--- config.mk ---
export PLATFORM = sky130hd
export DESIGN_NAME = sdram_boot_refresh
export DESIGN_NICKNAME = d
export VERILOG_FILES = /design/src/rtl/sdr_seq_pkg.sv /design/src/rtl/sdr_countdown.sv /design/src/rtl/sdr_refresh_credit.sv /design/src/rtl/sdr_pin_mux.sv /design/src/rtl/sdram_boot_refresh.sv
export SDC_FILE = /design/constraint.sdc
export NUM_CORES = 1
export LEC_CHECK = 0
export BUFFER_PORTS_ARGS = -buffer_cell sky130_fd_sc_hd__buf_4
export CAP_MARGIN = 10
export CORE_UTILIZATION = 45
export CTS_BUF_LIST = sky130_fd_sc_hd__clkbuf_16
export CTS_CLUSTER_DIAMETER = 100
export DETAILED_ROUTE_END_ITERATION = 16
export PLACE_DENSITY = 0.67
export SLEW_MARGIN = 20
export SYNTH_ARGS = -nofsm -noshare
export SYNTH_HDL_FRONTEND = slang
export SYNTH_SLANG_ARGS = --single-unit
--- constraint.sdc ---
create_clock -name clk -period 3.5 [get_ports clk]
set_input_delay 1.05 -clock clk [delete_from_list [all_inputs] [get_ports clk]]
set_output_delay 1.05 -clock clk [all_outputs]
set_load 0.01 [all_outputs]
--- src/rtl/sdr_seq_pkg.sv ---
package sdr_seq_pkg;

    // Command pins packed as {cs_n, ras_n, cas_n, we_n}
    typedef enum logic [3:0] {
        CMD_MRS = 4'b0000,
        CMD_REF = 4'b0001,
        CMD_PRE = 4'b0010,
        CMD_NOP = 4'b0111
    } sdr_cmd_e;

    // Names the next command the sequencer owes
    typedef enum logic [1:0] {
        ST_BOOT_PALL,
        ST_BOOT_MRS,
        ST_BOOT_REF,
        ST_RUN
    } seq_state_e;

    typedef struct packed {
        sdr_cmd_e cmd;
        logic     all_banks;  // raise address bit 10
        logic     load_mode;  // place the mode word on the address
    } seq_drive_t;

    function automatic int ceil_cyc(input int ps, input int clk_ps);
        return (ps + clk_ps - 1) / clk_ps;
    endfunction

    function automatic int floor_cyc(input int ps, input int clk_ps);
        return ps / clk_ps;
    endfunction

    function automatic int max_of(input int a, input int b);
        return (a > b) ? a : b;
    endfunction

    // Mode word: burst code [2:0], interleave [3], CAS latency [6:4]
    function automatic logic [6:0] mode_bits(input int cas_lat, input int burst_code,
                                             input int interleave);
        int w;
        w = (cas_lat % 8) * 16 + ((interleave != 0) ? 8 : 0) + (burst_code % 8);
        return 7'(w);
    endfunction

endpackage

--- src/rtl/sdr_countdown.sv ---
module sdr_countdown #(
    parameter int W    = 8,
    parameter int INIT = 0
) (
    input  logic         clk,
    input  logic         rst,
    input  logic         load,
    input  logic [W-1:0] val,
    output logic         zero
);
    logic [W-1:0] cnt_q;

    always_ff @(posedge clk) begin
        if (rst)
            cnt_q <= W'(INIT);
        else if (load)
            cnt_q <= val;
        else if (cnt_q != '0)
            cnt_q <= cnt_q - 1'b1;
    end

    assign zero = (cnt_q == '0);
endmodule

--- src/rtl/sdr_refresh_credit.sv ---
module sdr_refresh_credit #(
    parameter int INTERVAL = 1953,
    parameter int MAX_PEND = 8,
    parameter int PW       = 4
) (
    input  logic          clk,
    input  logic          rst,
    input  logic          enable,
    input  logic          take,
    output logic [PW-1:0] pend
);
    localparam int IW = (INTERVAL > 1) ? $clog2(INTERVAL) : 1;
    localparam logic [IW-1:0] RELOAD = IW'(INTERVAL - 1);
    localparam logic [PW-1:0] PMAX   = PW'(MAX_PEND);

    logic [IW-1:0] iv_q;
    logic          tick;

    assign tick = enable && (iv_q == '0);

    always_ff @(posedge clk) begin
        if (rst || !enable)
            iv_q <= RELOAD;
        else if (iv_q == '0)
            iv_q <= RELOAD;
        else
            iv_q <= iv_q - 1'b1;
    end

    always_ff @(posedge clk) begin
        if (rst) begin
            pend <= '0;
        end else begin
            unique case ({tick, take})
                2'b10:   if (pend != PMAX) pend <= pend + 1'b1;
                2'b01:   pend <= pend - 1'b1;
                default: pend <= pend;
            endcase
        end
    end
endmodule

--- src/rtl/sdr_pin_mux.sv ---
module sdr_pin_mux
    import sdr_seq_pkg::*;
#(
    parameter int ADDR_W = 12,
    parameter int BA_W   = 2,
    parameter int DQM_W  = 2,
    parameter logic [ADDR_W-1:0] MODE_WORD = '0
) (
    input  logic              grant,
    input  seq_drive_t        drv,
    input  logic [3:0]        usr_cmd,
    input  logic [ADDR_W-1:0] usr_addr,
    input  logic [BA_W-1:0]   usr_ba,
    input  logic [DQM_W-1:0]  usr_dqm,
    output logic              sd_cs_n,
    output logic              sd_ras_n,
    output logic              sd_cas_n,
    output logic              sd_we_n,
    output logic [ADDR_W-1:0] sd_addr,
    output logic [BA_W-1:0]   sd_ba,
    output logic [DQM_W-1:0]  sd_dqm
);
    localparam logic [ADDR_W-1:0] A10_MASK = ADDR_W'(1024);

    logic [ADDR_W-1:0] seq_addr;
    logic [3:0]        pins;

    always_comb begin
        if (drv.load_mode)
            seq_addr = MODE_WORD;
        else if (drv.all_banks)
            seq_addr = A10_MASK;
        else
            seq_addr = '0;
    end

    assign pins    = grant ? usr_cmd  : drv.cmd;
    assign sd_addr = grant ? usr_addr : seq_addr;
    assign sd_ba   = grant ? usr_ba   : '0;
    assign sd_dqm  = grant ? usr_dqm  : '1;
    assign {sd_cs_n, sd_ras_n, sd_cas_n, sd_we_n} = pins;
endmodule

--- src/rtl/sdram_boot_refresh.sv ---
module sdram_boot_refresh
    import sdr_seq_pkg::*;
#(
    parameter int CLK_PS      = 8000,
    parameter int PAUSE_CYC   = ceil_cyc(200_000_000, CLK_PS),
    parameter int TRP_CYC     = ceil_cyc(18_000, CLK_PS),
    parameter int TRC_CYC     = ceil_cyc(60_000, CLK_PS),
    parameter int TMRD_CYC    = 2,
    parameter int REF_INT_CYC = floor_cyc(15_625_000, CLK_PS),
    parameter int INIT_REFS   = 8,
    parameter int MAX_PENDING = 8,
    parameter int ADDR_W      = 12,
    parameter int BA_W        = 2,
    parameter int DQM_W       = 2,
    parameter int CAS_LAT     = 3,
    parameter int BURST_CODE  = 2,
    parameter int INTERLEAVED = 0
) (
    input  logic              clk,
    input  logic              rst,
    input  logic              usr_req,
    input  logic [3:0]        usr_cmd,
    input  logic [ADDR_W-1:0] usr_addr,
    input  logic [BA_W-1:0]   usr_ba,
    input  logic [DQM_W-1:0]  usr_dqm,
    output logic              usr_grant,
    output logic              init_done,
    output logic              sd_cke,
    output logic              sd_cs_n,
    output logic              sd_ras_n,
    output logic              sd_cas_n,
    output logic              sd_we_n,
    output logic [ADDR_W-1:0] sd_addr,
    output logic [BA_W-1:0]   sd_ba,
    output logic [DQM_W-1:0]  sd_dqm
);
    localparam int TMAX = max_of(max_of(PAUSE_CYC, TRP_CYC), max_of(TRC_CYC, TMRD_CYC));
    localparam int TW   = $clog2(TMAX + 1);
    localparam int PW   = $clog2(MAX_PENDING + 1);
    localparam int RW   = $clog2(INIT_REFS + 1);
    localparam logic [TW-1:0] GAP_RP  = TW'(TRP_CYC - 1);
    localparam logic [TW-1:0] GAP_RC  = TW'(TRC_CYC - 1);
    localparam logic [TW-1:0] GAP_MRD = TW'(TMRD_CYC - 1);
    localparam logic [PW-1:0] PEND_FULL = PW'(MAX_PENDING);
    localparam logic [RW-1:0] LAST_REF  = RW'(INIT_REFS - 1);
    localparam logic [ADDR_W-1:0] MODE_WORD =
        {{(ADDR_W-7){1'b0}}, mode_bits(CAS_LAT, BURST_CODE, INTERLEAVED)};

    seq_state_e    st_q, st_d;
    logic [RW-1:0] refs_q, refs_d;
    logic          done_q, done_d;
    logic          grant_q, grant_d;
    logic          dirty_q, dirty_d;
    logic          tmr_load, tmr_zero;
    logic [TW-1:0] tmr_val;
    logic          take;
    logic [PW-1:0] pend_q;
    seq_drive_t    drv;

    sdr_countdown #(.W(TW), .INIT(PAUSE_CYC)) gap_tmr_i (
        .clk  (clk),
        .rst  (rst),
        .load (tmr_load),
        .val  (tmr_val),
        .zero (tmr_zero)
    );

    sdr_refresh_credit #(.INTERVAL(REF_INT_CYC), .MAX_PEND(MAX_PENDING), .PW(PW)) credit_i (
        .clk    (clk),
        .rst    (rst),
        .enable (done_q),
        .take   (take),
        .pend   (pend_q)
    );

    always_comb begin
        st_d     = st_q;
        refs_d   = refs_q;
        done_d   = done_q;
        grant_d  = grant_q;
        dirty_d  = dirty_q;
        tmr_load = 1'b0;
        tmr_val  = '0;
        take     = 1'b0;
        drv      = '{cmd: CMD_NOP, all_banks: 1'b0, load_mode: 1'b0};
        if (grant_q) begin
            // hand back at a burst boundary, or when refresh cannot wait longer
            if (!usr_req || pend_q == PEND_FULL)
                grant_d = 1'b0;
        end else if (tmr_zero) begin
            unique case (st_q)
                ST_BOOT_PALL: begin
                    drv.cmd       = CMD_PRE;
                    drv.all_banks = 1'b1;
                    tmr_load      = 1'b1;
                    tmr_val       = GAP_RP;
                    st_d          = ST_BOOT_MRS;
                end
                ST_BOOT_MRS: begin
                    drv.cmd       = CMD_MRS;
                    drv.load_mode = 1'b1;
                    tmr_load      = 1'b1;
                    tmr_val       = GAP_MRD;
                    refs_d        = '0;
                    st_d          = ST_BOOT_REF;
                end
                ST_BOOT_REF: begin
                    drv.cmd  = CMD_REF;
                    tmr_load = 1'b1;
                    tmr_val  = GAP_RC;
                    refs_d   = refs_q + 1'b1;
                    if (refs_q == LAST_REF) begin
                        st_d   = ST_RUN;
                        done_d = 1'b1;
                    end
                end
                ST_RUN: begin
                    if (pend_q != '0) begin
                        tmr_load = 1'b1;
                        if (dirty_q) begin
                            drv.cmd       = CMD_PRE;
                            drv.all_banks = 1'b1;
                            tmr_val       = GAP_RP;
                            dirty_d       = 1'b0;
                        end else begin
                            drv.cmd = CMD_REF;
                            tmr_val = GAP_RC;
                            take    = 1'b1;
                        end
                    end else if (usr_req) begin
                        grant_d = 1'b1;
                        dirty_d = 1'b1;
                    end
                end
            endcase
        end
    end

    always_ff @(posedge clk) begin
        if (rst) begin
            st_q    <= ST_BOOT_PALL;
            refs_q  <= '0;
            done_q  <= 1'b0;
            grant_q <= 1'b0;
            dirty_q <= 1'b0;
        end else begin
            st_q    <= st_d;
            refs_q  <= refs_d;
            done_q  <= done_d;
            grant_q <= grant_d;
            dirty_q <= dirty_d;
        end
    end

    sdr_pin_mux #(.ADDR_W(ADDR_W), .BA_W(BA_W), .DQM_W(DQM_W), .MODE_WORD(MODE_WORD)) pins_i (
        .grant    (grant_q),
        .drv      (drv),
        .usr_cmd  (usr_cmd),
        .usr_addr (usr_addr),
        .usr_ba   (usr_ba),
        .usr_dqm  (usr_dqm),
        .sd_cs_n  (sd_cs_n),
        .sd_ras_n (sd_ras_n),
        .sd_cas_n (sd_cas_n),
        .sd_we_n  (sd_we_n),
        .sd_addr  (sd_addr),
        .sd_ba    (sd_ba),
        .sd_dqm   (sd_dqm)
    );

    assign usr_grant = grant_q;
    assign init_done = done_q;
    assign sd_cke    = 1'b1;
endmodule

### Word-level counts from Yosys, hierarchy flattened

Cells that the tools add are included.

| storage, ports and cells | value |
|---|---|
| output and inout bits | 23 |
| input bits | 23 |
| word-level logic and storage cells | 89 |
| register bits after elaboration | 39 |

| cells by class | value |
|---|---|
| add/subtract/negate cells | 5 |
| bitwise gates (word level) | 1 |
| reduce and logical (&&, ||, !) cells | 22 |
| equal/unequal tests | 10 |
| mux-type cells | 43 |

Operator list:

| kind | number |
|---|---|
| $mux 15 | 4 |
| $pmux 15 s4 | 1 |
| $mux 12 | 2 |
| $mux 1 | 18 |
| $pmux 4 s2 | 2 |
| $pmux 4 s4 | 1 |
| $logic_not 15->1 | 1 |
| $reduce_bool 15->1 | 1 |
| $sub 15x1->15 const B | 1 |
| $mux 4 | 3 |
| $mux 6 | 2 |
| $reduce_and 4->1 | 3 |
| $logic_not 11->1 | 1 |
| $mux 11 | 1 |
| $sub 11x1->11 const B | 1 |
| $add 4x1->4 const B | 2 |
| $mux 2 | 4 |
| $reduce_bool 2->1 | 4 |
| $eq 2x2->1 const B | 3 |
| $mux 3 | 2 |
| $pmux 2 s3 | 1 |
| $eq 2x1->1 const B | 2 |
| $eq 4x3->1 const B | 1 |
| $eq 4x4->1 const B | 1 |
| 16 further kinds | 19 |

### Logic depth before layout (Yosys ltp)

Gate-level depths: netlist of run 1.

| depth | value |
|---|---|
| word-level depth | 8 |
| gate-level depth with buffers | 11 |
| depth with buffers taken out | 11 |

### Modules after synthesis

From an unflattened synthesis of run 1, not the netlist that was laid out.

| unflattened totals | value |
|---|---|
| cell total of the unflattened synthesis | 297 |
| area total of the unflattened synthesis | 2441.1 µm² |

By module, submodules not included:

| module | times used | cells each | sequential area each (µm²) | area an instance (µm²) |
|---|---|---|---|---|
| sdr_countdown | 1 | 103 | 300.3 | 818.3 |
| sdr_refresh_credit | 1 | 85 | 300.3 | 787.0 |
| sdram_boot_refresh | 1 | 81 | 180.2 | 648.1 |
| sdr_pin_mux | 1 | 28 | 0.0 | 187.7 |

### Worst setup path after synthesis of run 1

No wires, ideal clock.

| path | value |
|---|---|
| path kind | register to output |
| start | register gap_tmr_i.cnt_q[0] |
| end | output sd_addr[1] |
| data arrival time | 2036 ps |
| path slack | 414 ps |
| data required time | 2450 ps |
| cell stages (with the launch flop) | 8 |
| cells stage by stage | dfxtp_1 -> inv_1 -> ha_1 -> or3b_2 -> or4_1 -> nor2_2 -> and3b_1 -> a21o_1 |

| on the way | value |
|---|---|
| word-level cells in the longest chain between the ends | 5 |

Ends and longest elaborated chain:

| element | line | text |
|---|---|---|
| from (decl) | sdr_countdown.sv:11 | `logic [W-1:0] cnt_q;` |
| from (signal assigned) | sdr_countdown.sv:15 | `cnt_q <= W'(INIT);` |
| from (signal assigned) | sdr_countdown.sv:17 | `cnt_q <= val;` |
| from (signal assigned) | sdr_countdown.sv:19 | `cnt_q <= cnt_q - 1'b1;` |
| $logic_not 15->1 | sdr_countdown.sv:22 | `assign zero = (cnt_q == '0);` |
| $mux 6 | sdram_boot_refresh.sv:90 | `end else if (tmr_zero) begin` |
| $mux 6 | sdram_boot_refresh.sv:86 | `if (grant_q) begin` |
| $mux 12 | sdr_pin_mux.sv:29 | `if (drv.load_mode)` |
| $mux 12 | sdr_pin_mux.sv:38 | `assign sd_addr = grant ? usr_addr : seq_addr;` |
| to (decl) | sdram_boot_refresh.sv:33 | `output logic [ADDR_W-1:0] sd_addr,` |

Every way passes these cells.

### Worst setup path after layout of run 1

| path | value |
|---|---|
| start | register gap_tmr_i.cnt_q[0] |
| end | output sd_addr[5] |

The elaborated chain is that of the path after synthesis.

==> results.ini, run 1 <==
[synth]
synth_common_cells = 39 x dfxtp_1, 29 x nor2_1, 19 x nand2_1
yosys.area.top_type = dfxtp_1
async_flop_share_pct = 0
ys_seq_area_share_pct = 33.6
synth_warnings = 0
synthDistinctLibCells = 59
synthAdderAreaFrac_pct = 6.47
syn-cell-area_um2 = 2320
synth_compound_area_share_pct = 12.8
syn-num-nets = 310
synthFlopType = dfxtp_1
synth_top_cell_area_share_pct = 33.6
synth_mux_area_share_pct = 1.89
synth_top_family_by_area = simple AND/OR/NAND/NOR gates
syn_inst = 275
ys_ff_latch = 39
yosys-top-cells-area = dfxtp_1 34%, ha_1 6.5%, xnor2_1 4.9%, nor2_1 4.7%, and2_1 3.5%
synth.most_common_cell = dfxtp_1
synth-simple-area-share_pct = 33.0
synth-xor-area-share_pct = 7.92
avgSynthCellArea_um2 = 8.44
synth-edff-count = 0

[floorplan]
num_rows = 25
ios = 46
die-area_um2 = 5450
core_um2 = 4850
die_height_um = 73.8
start_util_pct = 47.9
die_w_um = 73.8

[placed_design]
io_buffers = 44
place.gp.congestion = 0.820
dp_cells = 383
dp_hpwl_um = 3650

[clocking]
cts_resized = 0
cts_buffers = 5
htree_levels = 2
insertion_delay_ns = 0.28
clockBufferDepth = 2
post_cts_buffers = 0
path_clk_slew_ns = 0.05
numClockSinks = 39
cts_tree = yes
postCtsHoldBufs = 0
root_buffer = clkbuf_16

[cells_and_area]
instances_no_fill = 390
layout.nets = 358
n_antenna_cell = 0
n_fill_cell = 429
drive_gt1_share_pct = 22.9
synthToLayoutAreaGrowth_pct = 24.6

[critical_path]
worstSetupPathType = reg2out
rr_endpoint = credit_i.pend[2]
crit_chain = inv_1 > ha_1 > or3b_4 > or4_1 > nor2_2 > and3b_2 > a21o_1 > buf_4
cp.arrival_ns = 2.25
worstPathRequired_ns = 2.45
reg2regPathDepth = 10
start_kind = flop
cp_slowest_cell = or4_1
rrSetupSlack_ns = 0.53
r2r-start = gap_tmr_i.cnt_q[4]
path_max_fanout = 4
cp_slowest_stage_delay_ns = 0.43
worstSetupEndpointType = output port

[pwr]
leakage_uw = 0.00115
cellPowerDensity_nw_per_um2 = 354
peakVddDrop_uv = 293

[route]
drt_wl_total_um = 4930
vias = 2059
post_drt_wl_per_cell_um = 12.7
drt_iter0_markers = 69
route.met2.wl_um = 2180
drt_pre_antenna_iters = 4
dr.max_layer_used = met4
ant_nets = 0
drc = 0
avgViaCountPerCell = 5.28
wl_met3_um = 222
wl_met1_um = 2470

[grt]
grt_pass1_wl_um = 8010
grt_overflow = 0
track_usage_pct = 19.0
grt_max_degree = 31
antenna_found_initial = 0
first_global_vias = 1781

[sta]
hold_viol_final = 0
setup_viol = 0
setup_tns_ns = 0
slew_violations = 0
clock_skew_ns = 0.00564
maxClockFrequency_mhz = 303
relSlewSlack_pct = 49.4
min_period_ns = 3.30
fin_crit_sh_pct = 94.4
rsz0062_at_grt = false
max_slew.worst_pin.slew_ns = 0.753

[worst_hold_path]
holdPathEnd = credit_i.iv_q[0]
hold_path_class = reg2reg
hold-path-cell-count = 1
worstHoldStart = credit_i.iv_q[0]

[status]
status = completed

[run]
maxCapViolations = 0

[state kept, by name, summed over array words and instances, names as in the netlist]
register and count:
credit_i.iv_q 11, credit_i.pend 4, dirty_q 1, gap_tmr_i.cnt_q 15
init_done 1, refs_q 4, st_q 2, usr_grant 1
[cells in the final DEF, fill, tap and decap left out, types with 2 or more instances in the layout]
cell / count
buf_4: 50
dfxtp_1: 39
nor2_1: 29
nand2_1: 19
inv_1: 13
a21oi_1: 13
xnor2_1: 13
and2_1: 13
ha_1: 12
nand3_1: 9
xor2_1: 8
nor4_1: 7
or4_1: 7
nor3_1: 7
nand2b_1: 7
nor2b_1: 5
clkbuf_16: 5
nand4_1: 4
nor3b_1: 4
nand3b_1: 4
o21ai_0: 4
o211ai_1: 3
a21o_1: 3
or4_4: 2
and2_2: 2
a32oi_1: 2
o21bai_1: 2
o31ai_1: 2
mux2_2: 2
or2_2: 2
o41ai_1: 2
[final cells by class]
cell class / instances / area (um2) / share of cell area (%)
clock buffer: 5 / 125 / 4.32
clock inverter: 2 / 33.8 / 1.17
inverter: 12 / 45.0 / 1.56
multi-input combinational: 215 / 1450 / 50.1
sequential: 39 / 781 / 27.0
tap: 67 / 83.8 / 2.90
timing repair buffer: 50 / 375 / 13.0
[kinds of logic (layout without fill, tap and decap cells)]
logic type               count (synthesis)  after routing
other                                    1              1
flip-flops                              39             39
multiplexers                             4              4
XOR/XNOR                                21             21
buffers and inverters                   21             69
AO/OA/AOI/OAI                           43             43
AND/OR/NAND/NOR                        134            134
adder cells (fa/ha/maj)                 12             12
[power breakdown]
group / switching [uW] / total, uW / internal (uW) / leakage (uW)
clock network: 165 / 495 / 329 / 0.0000811
logic: 25.7 / 62.9 / 37.2 / 0.000752
registers: 13.4 / 467 / 454 / 0.000316
[metal layers]
metal,vias to the layer above,track usage [%]
li1,1068,-
met1,936,25.8
met2,48,29.8
met3,7,4.25
met4,0,6.20
met5,-,0
[metrics by stage]
stage	power (uW)	utilization (%)	setup slack (ns)	hold slack, ns	cell area [um2]
final	1020	59.7	0.196	0.468	2890
after global routing	1060	59.7	0.0814	0.475	2890
after CTS	1040	59.6	0.0818	0.466	2890
after detailed placement	539	56.3	0.385	0.452	2730
after global placement	538	56.3	0.429	0.443	2730
after floorplan	512	-	0.414	0.422	2320
[worst max-delay path: cells and delay by family, from the launching register on]
| family | cells | cell delay (ns) |
|---|---|---|
| and+or+nand+nor | 4 | 1.18 |
| DFF | 1 | 0.32 |
| buffers and inverters | 2 | 0.22 |
| adders and majority gates | 1 | 0.16 |
| AOI/OAI and AO/OA | 1 | 0.09 |
[worst max path at each step]
stage,from,endpoint,slack [ns],cells after the start
after CTS,gap_tmr_i.cnt_q[0],sd_addr[5],0.08,8
after global routing,gap_tmr_i.cnt_q[0],sd_addr[1],0.08,8
after floorplan,gap_tmr_i.cnt_q[0],sd_addr[1],0.41,7
final,gap_tmr_i.cnt_q[0],sd_addr[5],0.20,8
after global placement,gap_tmr_i.cnt_q[0],sd_addr[1],0.43,8
after detailed placement,gap_tmr_i.cnt_q[0],sd_addr[1],0.39,8
(Power assumes the default switching activity.)
==> inputs of run 2 (changes only) <==
--- a/config.mk
+++ b/config.mk
@@ -15,4 +15,5 @@
 export SLEW_MARGIN = 20
 export SYNTH_ARGS = -nofsm -noshare
 export SYNTH_HDL_FRONTEND = slang
+export SYNTH_HIERARCHICAL = 1
 export SYNTH_SLANG_ARGS = --single-unit
==> results.ini, run 2 <==
[placed_design]
dp_cells = 426  ; +11%
place.gp.congestion = 0.832  ; +1.5%
preCtsSetupSlack_ns = 0.0356  ; -0.350 ns
dp_hpwl_um = 4140  ; +14%
io_buffers = 44  ; unchanged

[floorplan]
die-area_um2 = 5720  ; +5.0%
core_um2 = 5170  ; +6.7%
ios = 46  ; unchanged
start_util_pct = 47.2  ; -0.70 points
num_rows = 26  ; +4.0%
die_height_um = 75.7  ; +2.5%
die_w_um = 75.7  ; +2.5%

[grt]
grtUsageMet1_pct = 25.2  ; -0.68 points
top_usage_layer = met2
grt_overflow = 0  ; unchanged
use_met3_pct = 4.63  ; +0.38 points
track_usage_pct = 21.4  ; +2.4 points
antenna_found_initial = 0  ; unchanged
grt_max_degree = 35  ; +13%
grt_pass1_wl_um = 9350  ; +17%
met2_usage_pct = 38.7  ; +8.9 points
first_global_vias = 2100  ; +18%

[cells_and_area]
instances_no_fill = 437  ; +12%
synthToLayoutAreaGrowth_pct = 30.9
reg.largest.list = gap_tmr_i/cnt_q (15), credit_i/iv_q (11)
n_antenna_cell = 0  ; unchanged
drive_gt1_share_pct = 25.1  ; +2.2 points
layout.nets = 399  ; +11%
layout_common_cells = 62 x buf_4, 38 x dfxtp_1, 25 x nor2_1, 25 x nand2_1
regMostFlops = gap_tmr_i/cnt_q
final_common_cell = buf_4
final_util_pct = 61.8  ; +2.1 points
largest_register_ffs = 15  ; unchanged

[critical_path]
rrSetupSlack_ns = 0.40  ; -0.13 ns
worstSetupEndpointType = output port
start_kind = flop
path_max_fanout = 6  ; +2
worstPathRequired_ns = 2.45  ; about the same
reg2regPathDepth = 12  ; +2
worstSetupPathType = reg2out
rr_endpoint = credit_i/pend[2]
r2r-start = gap_tmr_i/cnt_q[8]
cp.arrival_ns = 2.49  ; +0.24 ns

[pwr]
peakVddDrop_uv = 284  ; -3.0%
leakage_uw = 0.00129  ; +12%
cellPowerDensity_nw_per_um2 = 330  ; -6.7%
total_power_uw = 1060  ; +3.0%

[clocking]
root_buffer = clkbuf_16
clockBufferDepth = 2  ; unchanged
htree_levels = 2  ; unchanged
postCtsHoldBufs = 0  ; unchanged
numClockSinks = 39  ; unchanged
path_clk_slew_ns = 0.06  ; about the same
cts_buffers = 5  ; unchanged
insertion_delay_ns = 0.28  ; about the same
cts_tree = yes

[synth]
synth_warnings = 6  ; +6
synth.most_common_cell = dfxtp_1
synthFlopType = dfxtp_1
synth-edff-count = 0  ; unchanged
syn-cell-area_um2 = 2440  ; +5.1%
ys_ff_latch = 39  ; unchanged
synth_common_cells = 39 x dfxtp_1, 26 x nor2_1, 25 x nand2_1
ys_seq_area_share_pct = 32.0  ; -1.6 points
yosys.area.top_type = dfxtp_1
async_flop_share_pct = 0  ; unchanged
synthDistinctLibCells = 57  ; -3.4%
syn_inst = 297  ; +8.0%
synth_top_cell_area_share_pct = 32.0  ; -1.6 points
avgSynthCellArea_um2 = 8.22  ; -2.7%
yosys-top-cells-area = dfxtp_1 32%, ha_1 5.1%, xnor2_1 4.7%, nor2_1 4.0%, nand2_1 3.8%

[worst_hold_path]
hold_path_class = reg2reg
worstHoldStart = credit_i/iv_q[0]
hold-path-cell-count = 1  ; unchanged
holdPathEnd = credit_i/iv_q[0]

[sta]
min_period_ns = 3.54  ; +0.237 ns
slew_violations = 0  ; unchanged
worst_slack_ns = -0.0405  ; -0.237 ns
setup_tns_ns = -0.0405  ; -0.0405 ns
fin_crit_sh_pct = 101  ; +6.8 points
hold_viol_final = 0  ; unchanged
relSlewSlack_pct = 51.3  ; +1.9 points
max_slew.worst_pin.slew_ns = 0.724  ; -0.0289 ns
rsz0062_at_grt = true
clock_skew_ns = 0.00290  ; -0.00274 ns
maxClockFrequency_mhz = 282  ; -6.7%
setup_viol = 1  ; +1

[route]
drt_wl_total_um = 5610  ; +14%
vias = 2272  ; +10%
avgViaCountPerCell = 5.20  ; -1.5%
drc = 0  ; unchanged
drt_pre_antenna_iters = 4  ; unchanged
ant_nets = 0  ; unchanged
drt_iter0_markers = 88  ; +28%
post_drt_wl_per_cell_um = 12.8  ; +1.5%

[status]
status = finished with violations
violations = setup timing

[run]
maxCapViolations = 0  ; unchanged

run 2: worst max-delay path by stage:
| stage | endpoint | from |
|---|---|---|
| after floorplan | sd_we_n | gap_tmr_i/cnt_q[3] |
| after global placement | sd_we_n | gap_tmr_i/cnt_q[8] |
| after detailed placement | sd_we_n | gap_tmr_i/cnt_q[8] |
| after CTS | sd_we_n | gap_tmr_i/cnt_q[8] |
| after global routing | sd_we_n | gap_tmr_i/cnt_q[8] |
| final | sd_we_n | gap_tmr_i/cnt_q[8] |
run 2: critical path, cell delays in order, from the launching register on:
cell and delay [ns]:
dfxtp_2 0.34, or4_4 0.54, or4_4 0.45, nor2_4 0.16, nand2b_4 0.08, a311o_1 0.26, mux2_2 0.27, buf_6 0.12
run 2: metal layers:
metal | share of wire (%) | vias up
met2 | 51 | 32
met3 | 2.5 | 10
li1 | - | 1190
met5 | 0 | -
met1 | 45 | 1040
met4 | 1.3 | 0
run 2: logic make-up after synthesis:
logic type | Yosys count | synth area share [%]
XOR/XNOR | 16 | 5.74
flip-flops | 39 | 32.0
buffers and inverters | 25 | 4.61
AND/OR/NAND/NOR | 141 | 32.4
other | 2 | 0.308
AO/OA/AOI/OAI | 52 | 14.1
adder cells (fa/ha/maj) | 10 | 5.13
multiplexers | 12 | 5.64
run 2: final cells by class:
| type | count | area (um2) |
|---|---|---|
| fill | 468 | 1980 |
| tap | 70 | 87.6 |
| inverter | 12 | 45.0 |
| clock inverter | 3 | 43.8 |
| clock buffer | 5 | 125 |
| multi-input combinational | 245 | 1630 |
| timing repair buffer | 63 | 477 |
| sequential | 39 | 782 |
run 2: where the power goes:
| part | internal [uW] | switching (uW) | total, uW |
|---|---|---|---|
| clock network | 336 | 180 | 516 |
| registers | 454 | 8.82 | 463 |
| logic | 40.6 | 35.9 | 76.5 |
run 2: through the flow:
| step | cell area, um2 | hold slack [ns] |
|---|---|---|
| final | 3190 | 0.461 |
| after global routing | 3190 | 0.487 |
| after CTS | 3170 | 0.462 |
| after detailed placement | 2960 | 0.441 |
| after global placement | 2960 | 0.426 |
| after floorplan | 2490 | 0.409 |
run 2: what timing repair did:
item	4_1_cts	5_1_grt
cloned	0	0
setup buffers	1	2
pin swaps	1	0
resized for setup	9	1
endpoints found under the setup margin	7	7
==> inputs of run 3 (changes only) <==
--- a/config.mk
+++ b/config.mk
@@ -11,7 +11,7 @@
 export CTS_BUF_LIST = sky130_fd_sc_hd__clkbuf_16
 export CTS_CLUSTER_DIAMETER = 100
 export DETAILED_ROUTE_END_ITERATION = 16
-export PLACE_DENSITY = 0.67
+export PLACE_DENSITY = 0.7
 export SLEW_MARGIN = 20
 export SYNTH_ARGS = -nofsm -noshare
 export SYNTH_HDL_FRONTEND = slang
==> results.ini, run 3 (synthesis results as in run 2) <==
[status]
status = finished with violations
violations = setup timing

[clocking]
path_clk_slew_ns = 0.06  ; about the same
numClockSinks = 39  ; unchanged
cts_buffers = 5  ; unchanged
root_buffer = clkbuf_16
cts_tree = yes
htree_levels = 2  ; unchanged
clockBufferDepth = 2  ; unchanged
insertion_delay_ns = 0.28  ; about the same

[cells_and_area]
layout.nets = 400  ; +0.25%
n_antenna_cell = 0  ; unchanged
n_fill_cell = 476  ; +1.7%
regMostFlops = gap_tmr_i/cnt_q
final_common_cell = buf_4
reg.largest.list = gap_tmr_i/cnt_q (15), credit_i/iv_q (11)
layout_common_cells = 63 x buf_4, 37 x dfxtp_1, 25 x nor2_1, 25 x nand2_1
largest_register_ffs = 15  ; unchanged
synthToLayoutAreaGrowth_pct = 31.5
drive_gt1_share_pct = 25.8  ; +0.75 points
finalInstanceArea_um2 = 3210  ; +0.51%

[route]
vias = 2323  ; +2.2%
avgViaCountPerCell = 5.30  ; +2.0%
drt_pre_antenna_iters = 4  ; unchanged
ant_nets = 0  ; unchanged
drc = 0  ; unchanged
drt_wl_total_um = 5810  ; +3.5%
drt_iter0_markers = 153  ; +74%
post_drt_wl_per_cell_um = 13.3  ; +3.3%

[critical_path]
worstPathRequired_ns = 2.45  ; about the same
r2r-start = gap_tmr_i/cnt_q[8]
start_kind = flop
worstSetupPathType = reg2out
cp-startpoint = gap_tmr_i/cnt_q[8]
worstSetupEndpointType = output port
cp.arrival_ns = 2.47  ; -0.02 ns
path_max_fanout = 4  ; -2

[floorplan]
num_rows = 26  ; unchanged
die_w_um = 75.7  ; unchanged
ios = 46  ; unchanged
die-area_um2 = 5720  ; unchanged
start_util_pct = 47.2  ; unchanged
die_height_um = 75.7  ; unchanged
core_um2 = 5170  ; unchanged

[sta]
rsz0062_at_grt = true
max_slew.worst_pin.slew_ns = 0.775  ; +0.0508 ns
slew_violations = 0  ; unchanged
maxClockFrequency_mhz = 284  ; +0.64%
holdWs_ns = 0.442  ; -0.0194 ns
relSlewSlack_pct = 47.9  ; -3.4 points
min_period_ns = 3.52  ; -0.0225 ns
clock_skew_ns = 0.00363  ; +0.000733 ns
setup_viol = 2  ; +1
hold_viol_final = 0  ; unchanged
worst_slack_ns = -0.0179  ; +0.0225 ns
fin_crit_sh_pct = 101  ; -0.64 points

[grt]
grt_overflow = 0  ; unchanged
track_usage_pct = 22.1  ; +0.65 points
first_global_vias = 2284  ; +8.8%
antenna_found_initial = 0  ; unchanged
grt_max_degree = 35  ; unchanged
grt_pass1_wl_um = 9830  ; +5.1%

[run]
maxCapViolations = 0  ; unchanged

[pwr]
leakage_uw = 0.00129  ; about the same
peakVddDrop_uv = 268  ; -5.4%
cellPowerDensity_nw_per_um2 = 327  ; -0.89%

[placed_design]
place.gp.congestion = 0.849  ; +2.1%
placed_area_um2 = 2960  ; unchanged
io_buffers = 44  ; unchanged
dp_hpwl_um = 4210  ; +1.5%

[worst_hold_path]
hold_path_class = reg2reg
worstHoldStart = credit_i/iv_q[0]

[run 3: layer usage]
metal / GRT usage (%) / up-vias / part of all wire, %
met3: 4.37 / 2 / 3.6
li1: - / 1192 / -
met4: 6.38 / 0 / 0.36
met5: 0 / - / 0
met2: 39.6 / 47 / 51
met1: 26.8 / 1082 / 45
[run 3: layout make-up]
cell class | instances | area, um2 | area share (%)
clock buffers | 5 | 125 | 3.90
clock inverters | 3 | 43.8 | 1.36
inverters | 12 | 45.0 | 1.40
multi-input cells | 245 | 1640 | 51.1
flip-flops and latches | 39 | 783 | 24.4
well taps | 70 | 87.6 | 2.73
repair buffers | 64 | 484 | 15.1
[run 3: report_power, final]
group          total (uW)  leakage, uW  switching [uW]  internal (uW)
Sequential            462     0.000316            8.39            454
Combinational        78.4     0.000891            37.7           40.7
Clock                 511    0.0000838             175            336
Total                1050      0.00129             221            830
[run 3: worst paths after layout]
path | endpoint | slack [ns] | cells past startpoint
worst max-delay path | sd_ras_n | -0.02 | 7
worst min-delay path | credit_i/iv_q[0] | 0.44 | 1
worst min register to register | credit_i/iv_q[0] | 0.44 | 1
worst max register to register | credit_i/pend[2] | 0.12 | 15
[run 3: metrics by stage]
stage,power (uW),std cells,setup WS (ns),TNS [ns],util (%)
2_1_floorplan,512,309,0.0450,0,-
3_3_place_gp,546,426,0.208,0,57.3
3_5_place_dp,549,426,0.165,0,57.3
4_1_cts,1070,438,-0.00291,-0.00291,61.7
5_1_grt,1090,438,-0.0863,-0.345,62.1
6_report,1050,438,-0.0179,-0.0252,62.1
[run 3: worst max-delay path: stages, from the launching register on]
cell	delay, ns
dfxtp_2	0.32
or4_4	0.53
or4_4	0.46
nor2_4	0.15
nor2b_2	0.22
o31ai_1	0.10
mux2_4	0.27
buf_4	0.14
[run 3: what timing repair did]
action	CTS	global route
pin swaps	2	0
hold buffers	0	0
setup endpoints to repair	7	14
gates cloned	0	0
gates resized for setup	9	3
setup buffers	4	0
